**src/rtl/hourly_strobe.sv**
```systemverilog
`timescale 1ns/1ps
module hourly_strobe #(
  parameter int PERIOD   = 3600,
  parameter bit FEEDBACK = 1'b0
) (
  input  logic clk,
  input  logic rst,
  input  logic tick,
  output logic strobe
);
  localparam int DEPTH = FEEDBACK ? 2 : 1;
  localparam int W     = (PERIOD > 2) ? $clog2(PERIOD) : 2;
  localparam logic [W-1:0] LAST = W'(PERIOD - 1);
  localparam logic [W-1:0] CMP  = W'(PERIOD - 1 - DEPTH);

  logic [W-1:0] cnt;
  logic         hit;

  assign hit = (cnt == CMP);

  if (PERIOD < DEPTH + 2) begin : g_bad_period
    $error("hourly_strobe: PERIOD too small for pipeline depth");
  end

  if (FEEDBACK) begin : g_feedback
    logic stage1;
    always_ff @(posedge clk) begin
      if (rst) begin
        cnt    <= '0;
        stage1 <= 1'b0;
        strobe <= 1'b0;
      end else if (tick) begin
        cnt    <= strobe ? '0 : cnt + 1'b1;
        stage1 <= hit;
        strobe <= stage1;
      end
    end
  end else begin : g_direct
    always_ff @(posedge clk) begin
      if (rst) begin
        cnt    <= '0;
        strobe <= 1'b0;
      end else if (tick) begin
        cnt    <= (cnt == LAST) ? '0 : cnt + 1'b1;
        strobe <= hit;
      end
    end
  end

  AST_CNT_IN_RANGE: assert property (@(posedge clk) disable iff (rst)
    cnt <= LAST);

  AST_RISE_AT_LAST: assert property (@(posedge clk) disable iff (rst)
    $rose(strobe) |-> cnt == LAST);

  AST_ONE_TICK_WIDE: assert property (@(posedge clk) disable iff (rst)
    strobe && tick |=> !strobe);

  AST_HOLD_IDLE: assert property (@(posedge clk) disable iff (rst)
    !tick |=> $stable(strobe) && $stable(cnt));

  AST_RESET_CLEARS: assert property (@(posedge clk)
    rst |=> !strobe && cnt == '0);
endmodule

```
**config.mk**
```make
export PLATFORM = sky130hd
export DESIGN_NAME = hourly_strobe
export DESIGN_NICKNAME = d
export VERILOG_FILES = /design/src/rtl/hourly_strobe.sv
export SDC_FILE = /design/constraint.sdc
export NUM_CORES = 1
export LEC_CHECK = 0
export BUFFER_PORTS_ARGS = -buffer_cell sky130_fd_sc_hd__clkbuf_2
export CAP_MARGIN = 20
export CORE_AREA = 2 2 40 42
export DETAILED_ROUTE_END_ITERATION = 10
export DIE_AREA = 0 0 42 44
export PLACE_DENSITY_LB_ADDON = 0.15
export SLEW_MARGIN = 20
export SYNTH_ARGS = -nofsm -noshare
export SYNTH_HDL_FRONTEND = slang
export SYNTH_SLANG_ARGS = --single-unit
export TNS_END_PERCENT = 10
```
**constraint.sdc**
```tcl
create_clock -name clk -period 2.1 [get_ports clk]
set_input_delay 0.21 -clock clk [delete_from_list [all_inputs] [get_ports clk]]
set_output_delay 0.21 -clock clk [all_outputs]
set_load 0.05 [all_outputs]
```
After elaboration in Yosys (flattened, before gate mapping)

Cells that the tools add are included.

Flip-flop bits (word level): 13
Output and inout bits: 1
Logic and storage cells: 6

$add $sub $neg: 1
Equality and inequality tests: 2
Muxes and demuxes: 1

Operator list:

| operator                                      | count |
|---|---|
| equality test 12 bit, second input constant   | 2 |
| adder 12 x 1 -> 12 bit, second input constant | 1 |
| 2-to-1 mux 12 bit                             | 1 |

Depth between registers and ports, before layout

Gate-level depths: netlist (run 1).

Depth after elaboration: 2
Depth in mapped cells: 5
Mapped depth without buffers: 5

Worst setup path before layout (run 1)

Ideal clock, no wire load.

Path kind: reg2reg
Start point: register cnt[4]
End point: register cnt[0]
Arrival: 1,499 ps
Data required time: 1,985 ps
Slack: 487 ps
Stages on the path, launching flop included: 6
Path buffers: 1
Clock period less this slack: 1,613 ps
Cells stage by stage: dfxtp_1 or4_1 nor4b_2 a31o_2 buf_6 nor2_1

Word-level cells in the longest chain between the ends: 2

RTL lines:

| what                     | RTL line | text |
|---|---|---|
| start: declaration       | 16       | `logic [W-1:0] cnt;` |
| start signal: assignment | 44       | `cnt <= (cnt == LAST) ? '0 : cnt + 1'b1;` |
| equality test 12 bit     | 44       |  |
| 2-to-1 mux 12 bit        | 44       |  |

Every way passes these cells.
A chain may end at the register's enable or synchronous reset.

Worst setup path after layout (run 1)

Start point: register cnt[4]
End point: register cnt[1]

The elaborated chain is that of the path after synthesis.

==> summary.txt, run 1 <==
Run status
  – Status: completed

Power and ir drop
  – PwrDens: between 600 and 700 nW/um2
  – Seq pwr share: around three fifths
  – Design Power: 0.000431 W
  – Part of the power in combinational logic: about 4.8%
  – Sw frac: a little under a quarter
  – Maximum vdd drop: between 0.3 and 0.4 mV
  – Clk pwr share: 35.6%
  – Net Switching: 0.000101 W
  – Pint: about 0.00033 W
  – Leakage: 0.228 nW

Clock tree
  – Worst-path clk slew: ~0.080 ns
  – Root Buffer: clkbuf_4
  – CTS buffer count: 3
  – Clk_lat worst skew: 0.27 ns
  – Clock Sinks: 13
  – Cts repair resizes: 0
  – Postcts setup bufs: 0
  – CTS tree: built
  – Longest Clk Path Bufs: 2
  – H-Tree Depth: 1
  – Hold_buf cts: 0

Finish
  – Post-Layout Cell Count: 88
  – Area of the multi-input gates: 318 um2
  – Final #Nets: 78
  – Share of layout cells above drive strength 1: roughly an eighth
  – Register area: 260 um2
  – Area Overhead vs Synth: 7.97%
  – Fill count: roughly 140
  – Antenna cells: 0

Setup path
  – Reg2reg path depth: 4
  – Critical path class: register to register
  – Worst path arrival time: 1.89 ns
  – Req. time, crit path: 2.26 ns
  – Startpoint Class: register
  – CP max FO: 11
  – Crit path capture type: register

Worst hold path
  – Hold path depth: 2
  – Hold Crit Class: input pin to register

Global route
  – Vias in the first global route: 386
  – Initial antenna violation count: 0
  – First-pass GRT wire length: between 1500 and 2000 um
  – Largest net degree at the start of global routing: 13
  – Gr ovfl total: 0
  – Global Route Usage Sum: roughly 13%

Timing
  – Setup violators final: 0
  – Hold Vio Cnt, Final: 0
  – RSZ-0062 raised after global routing: no
  – Setup TNS: 0 ns
  – Skew final: about 0.0028 ns
  – Hold Slack: roughly 0.12 ns
  – Actual slew at the worst max-slew pin: 0.305 ns
  – Fmax: just under 600 MHz
  – Minimum clock period: ~1.7 ns
  – Max-slew violations: 0
  – Rel. slew slack: 79.5%
  – Final Cycle Share: 82.5%

Synth
  – Netlist cell types: 20
  – Syn avg cell area: 8.91 um2
  – Synth area leaders: dfxtp_1 44%, xnor2_1 10%, nor2_1 9.4%, nand4_1 6.3%, xor2_1 5.9%
  – Register area share after synthesis: around 44%
  – Ys flop type: dfxtp_1
  – Yosys reg bits: 13
  – Ys async rst share: 0%
  – Most common cell in the synthesized netlist: nor2_1
  – Gate Count Post-Synth: between 60 and 70
  – Synth top cells by count: 15 x nor2_1, 13 x dfxtp_1, 7 x xnor2_1, 6 x nand4_1, 5 x nand2_1
  – Post-synth top area cell: dfxtp_1
  – Yosys top cell area share: between 40% and 50%
  – Post-synthesis net count: 72
  – EDFF count, synth: 0
  – Syn Std Cell Area: a little under 600 um2
  – Synth warn: 0

Place
  – DP HPWL: approximately 700 um
  – Final GP Congestion: about 0.73
  – Port bufs: 3
  – Total placed cells including tap cells: 84

Drt
  – Drt first pass iters: 4
  – Routed wire per std cell: about 11 um
  – Post-Route WL: about 930 um
  – Antenna Nets Post-Route: 0
  – Via density: 4.95
  – Via count: 436
  – DRC viols: 0
  – Initial DRC count: 5

Floorplanning
  – FP Rows: 14
  – DIE WIDTH: approximately 42 um
  – Starting Density: between 40 and 50%
  – Total die area: 1850 um2
  – Chip height: about 44 um
  – # IOs: 4
  – Core footprint: 1420 um2

Flow run
  – Max-Cap Viols: 0
-- placed cells by master (no fill, tap or decap) --
| cell | instances |
|---|---|
| a211oi_1 | 1 |
| a21oi_1 | 1 |
| a31o_2 | 1 |
| and3_1 | 2 |
| clkbuf_2 | 3 |
| clkbuf_4 | 3 |
| clkinv_2 | 1 |
| dfxtp_1 | 13 |
| ha_1 | 2 |
| inv_1 | 1 |
| nand2_1 | 5 |
| nand2b_1 | 1 |
| nand3_1 | 1 |
| nand4_1 | 6 |
| nor2_1 | 15 |
| nor3_1 | 2 |
| nor4_1 | 1 |
| nor4b_2 | 1 |
| or4_1 | 1 |
| xnor2_1 | 7 |
| xor2_1 | 4 |
-- power by group through the flow --
stage	sequential, W	combinational [W]	clock, W
floorplan	0.000261	0.0000174	0
global placement	0.000263	0.0000209	0
detailed placement	0.000263	0.0000208	0
CTS	0.000257	0.0000210	0.000161
global route	0.000258	0.0000243	0.000173
finish	0.000257	0.0000206	0.000153
-- sequential cells by signal (all words and copies together) (netlist names) --
| signal | flops |
|---|---|
| strobe | 1 |
| cnt | 12 |
-- final timing paths --
kind	slack, ns	to	start
worst min register to register	0.47	strobe$_SDFFE_PP0P_	strobe$_SDFFE_PP0P_
worst max register to register	0.37	cnt[1]$_SDFFE_PP0P_	cnt[4]$_SDFFE_PP0P_
worst min-delay path	0.12	strobe$_SDFFE_PP0P_	rst
worst max-delay path	0.37	cnt[1]$_SDFFE_PP0P_	cnt[4]$_SDFFE_PP0P_
-- logic make-up (layout without fill, tap and decap cells) --
group | after synthesis | in the layout | share of synthesized area, %
buffers and inverters | 3 | 8 | 3.14
AO/OA/AOI/OAI | 3 | 3 | 3.56
AND/OR/NAND/NOR | 35 | 35 | 29.4
adder cells (fa/ha/maj) | 2 | 2 | 4.19
XOR/XNOR | 11 | 11 | 16.1
flip-flops | 13 | 13 | 43.6
-- per-stage QoR --
stage	utilization, %	cell area [um2]	setup slack (ns)
finish	45.4	644	0.368
global placement	43.5	617	0.383
global route	45.4	644	0.237
CTS	45.4	644	0.349
floorplan	-	597	0.487
detailed placement	43.5	617	0.363
-- final cells by class --
| cell class | count | area share (%) |
|---|---|---|
| tap | 16 | 3.11 |
| inverter | 1 | 0.583 |
| clock inverter | 1 | 0.777 |
| multi-input combinational | 51 | 49.3 |
| clock buffer | 3 | 3.50 |
| timing repair buffer | 3 | 2.33 |
| sequential | 13 | 40.4 |
-- worst max-delay path, stage by stage (launching register included) --
cell      delay, ns
dfxtp_1        0.35
or4_1          0.54
nor4b_2        0.30
a31o_2         0.34
a211oi_1       0.08
-- layer usage --
metal | part of all wire (%) | vias up | GRT usage, % | routed length [um]
met2 | 44 | 4 | 19.4 | 414
met4 | 0.97 | 0 | 3.87 | 9
met5 | 0 | - | 0 | 0
met1 | 50 | 190 | 15.1 | 462
li1 | - | 240 | - | -
met3 | 4.8 | 2 | 7.50 | 45
Power figures use the tool's default switching activity.
==> run 2: changes to the inputs <==
- ABC_AREA: default -> 1
- CORE_AREA: 2 2 40 42 -> 2 2 42 44
- DIE_AREA: 0 0 42 44 -> 0 0 44 46
- clock period: 2.1 -> 1.76 ns (I/O delays scaled with it)
==> run 2 against run 1 <==
Clock skew decreased by 0.0024 ns. Die area grew 9.5%. Sequential power grew 18%. Non-clock buffer count unchanged. Final cell count is 33% higher. Design area grew 17%. Critical endpoint is now cnt[3]$_SDFFE_PP0P_. Largest power group unchanged.
==> summary.txt, run 2 <==
Run status
  – Status: completed

Timing
  – Rel. slew slack: 81.8%
  – Fmax: ~750 MHz
  – Max-slew violations: 0
  – RSZ-0062 raised after global routing: no
  – Setup violators final: 0
  – Final Cycle Share: between 70% and 80%
  – Hold Vio Cnt, Final: 0
  – Minimum clock period: around 1.3 ns
  – Setup TNS: 0 ns
  – Actual slew at the worst max-slew pin: 0.274 ns
  – Skew final: between 0.0004 and 0.0005 ns

Finish
  – Commonest cells after routing, fill and taps aside: 17 x nand2_1, 17 x nor2_1, 13 x inv_1, 13 x dfxtp_1
  – Final #Nets: around 110
  – Reg with most FFs: cnt
  – Max FFs per register: 12
  – Share of layout cells above drive strength 1: between 10% and 20%
  – Top Registers: cnt (12), strobe (1)
  – Area Overhead vs Synth: 7.33%
  – Antenna cells: 0
  – Post-Layout Cell Count: 117

Global route
  – Vias in the first global route: between 500 and 600
  – First-pass GRT wire length: between 2000 and 2500 um
  – Gr ovfl total: 0
  – Largest net degree at the start of global routing: 11
  – Global Route Usage Sum: between 10% and 20%
  – Initial antenna violation count: 0

Synth
  – Synth warn: 0
  – Ys flop type: dfxtp_1
  – Gate Count Post-Synth: 94
  – Main combinational cell family by area after synthesis: simple AND/OR/NAND/NOR gates
  – Synth Area in XOR/XNOR: between 8 and 9%
  – Mux share of post-synthesis cell area: 0%
  – Netlist cell types: 17
  – Post-synth top area cell: dfxtp_1
  – Synth top cells by count: 17 x nand2_1, 17 x nor2_1, 13 x dfxtp_1, 13 x inv_1
  – Syn avg cell area: between 7 and 8 um2
  – EDFF count, synth: 0
  – Post-synthesis net count: 99
  – Compound-Gate Fraction of Synth Area: under 10%
  – Yosys top cell area share: a little under two fifths
  – Yosys reg bits: 13
  – Ys async rst share: 0%
  – Syn Std Cell Area: roughly 700 um2
  – Adder-Cell Fraction of Synth Area: around 3.6%
  – Synth area leaders: dfxtp_1 37%, nand2_1 9.1%, nor2_1 9.1%, xor2_1 8.8%, inv_1 7.0%
  – Register area share after synthesis: a little under two fifths
  – Simple-gate share of the synthesized area: between 30% and 40%

Setup path
  – Critical path class: register to register
  – Worst path arrival time: between 1 and 1.5 ns
  – Startpoint Class: register
  – Crit path capture type: register
  – Req. time, crit path: between 1.5 and 2 ns
  – CP max FO: 5

Place
  – Port bufs: 3
  – Total placed cells including tap cells: approximately 110
  – Final GP Congestion: a little under 0.8
  – DP HPWL: ~1000 um

Flow run
  – Max-Cap Viols: 0

Clock tree
  – CTS buffer count: 3
  – Cts repair resizes: 0
  – Hold_buf cts: 0
  – H-Tree Depth: 1
  – Worst-path clk slew: 0.07 ns
  – Longest Clk Path Bufs: 2
  – Postcts setup bufs: 0
  – Clk_lat worst skew: between 0.2 and 0.3 ns
  – Clock Sinks: 13
  – Root Buffer: clkbuf_4
  – CTS tree: built

Drt
  – Via density: roughly 5.2
  – Antenna Nets Post-Route: 0
  – Post-Route WL: between 1000 and 1500 um
  – DRC viols: 0
  – Via count: ~600
  – Initial DRC count: 11
  – Routed wire per std cell: between 10 and 15 um
  – Drt first pass iters: 4

Power and ir drop
  – Maximum vdd drop: around 0.35 mV
  – Pint: slightly below 0.0004 W
  – Sw frac: between 20 and 25%
  – PwrDens: 673 nW/um2
  – Seq pwr share: ~60%
  – Net Switching: ~0.00011 W
  – Part of the power in combinational logic: ~5%
  – Clk pwr share: a little over a third
  – Leakage: ~0.3 nW

Floorplanning
  – DIE WIDTH: ~44 um
  – Total die area: about 2000 um2
  – FP Rows: 15
  – Starting Density: between 40% and 50%
  – Core footprint: about 1600 um2
  – # IOs: 4
  – Chip height: 46 um

Worst hold path
  – Hold Crit Class: input pin to register
==> run 2: changes by cell type in the layout (fill, tap and decap cells not counted), sizes merged, moves of 2 or more <==
| cell | before | now |
|---|---|---|
| nor2 | 15 | 21 |
| nand3 | 1 | 9 |
| nor3 | 2 | 0 |
| xnor2 | 7 | 0 |
| and3 | 2 | 0 |
| nand2 | 5 | 19 |
| inv | 1 | 13 |
| xor2 | 4 | 7 |
==> run 2: worst max-delay path: stages, from the launching register on <==
cell,delay [ns]
dfxtp_1,0.40
ha_1,0.23
nand2_1,0.13
nor2_4,0.15
nand3_2,0.12
nand2_2,0.13
nor2_1,0.06
==> run 2: cell families (layout without fill, tap and decap cells) <==
kind of cell             Yosys count  count (layout)
AO/OA/AOI/OAI                      4               4
AND/OR/NAND/NOR                   54              54
buffers and inverters             14              20
flip-flops                        13              13
adder cells (fa/ha/maj)            2               2
XOR/XNOR                           7               7
==> run 2: path summary, 6_finish.rpt <==
| path | start | endpoint | slack (ns) | depth (start not counted) |
|---|---|---|---|---|
| setup / recovery | cnt[0]$_SDFFE_PP0P_ | cnt[3]$_SDFFE_PP0P_ | 0.43 | 6 |
| hold / removal | rst | cnt[7]$_SDFFE_PP0P_ | 0.18 | 2 |
| setup reg to reg | cnt[0]$_SDFFE_PP0P_ | cnt[3]$_SDFFE_PP0P_ | 0.43 | 6 |
| hold reg to reg | strobe$_SDFFE_PP0P_ | strobe$_SDFFE_PP0P_ | 0.48 | 2 |
==> run 2: routing by layer <==
metal / wire length [um] / part of all wire [%] / up-vias / GRT usage [%]
met5: 0 / 0 / - / 0
met4: 25 / 2.0 / 0 / 9.09
met3: 40 / 3.2 / 4 / 2.38
met2: 589 / 47 / 9 / 25.0
met1: 594 / 48 / 276 / 18.3
li1: - / - / 314 / -
==> run 2: area by class of cell <==
| cell class | instances | area, um2 |
|---|---|---|
| fill | 184 | 863 |
| multi-input combinational | 67 | 379 |
| sequential | 13 | 260 |
| inverter | 13 | 48.8 |
| clock buffer | 4 | 26.3 |
| tap | 17 | 21.3 |
| timing repair buffer | 3 | 15.0 |
==> run 2: stage by stage <==
stage	setup slack [ns]	utilization [%]	instance area (um2)	total power, W	hold WS (ns)
final	0.429	46.5	751	0.000505	0.183
after global routing	0.324	46.5	751	0.000530	0.193
after CTS	0.423	46.5	751	0.000514	0.179
after detailed placement	0.440	44.9	724	0.000335	0.471
after global placement	0.481	44.9	724	0.000335	0.455
after floorplan	0.590	-	699	0.000329	0.245
==> run 2: power groups by stage <==
| stage | sequential, W | combinational, W | clock, W |
|---|---|---|---|
| CTS | 0.000303 | 0.0000252 | 0.000186 |
| finish | 0.000303 | 0.0000247 | 0.000178 |
| detailed placement | 0.000310 | 0.0000251 | 0 |
| floorplan | 0.000309 | 0.0000195 | 0 |
| global route | 0.000304 | 0.0000296 | 0.000196 |
| global placement | 0.000310 | 0.0000250 | 0 |
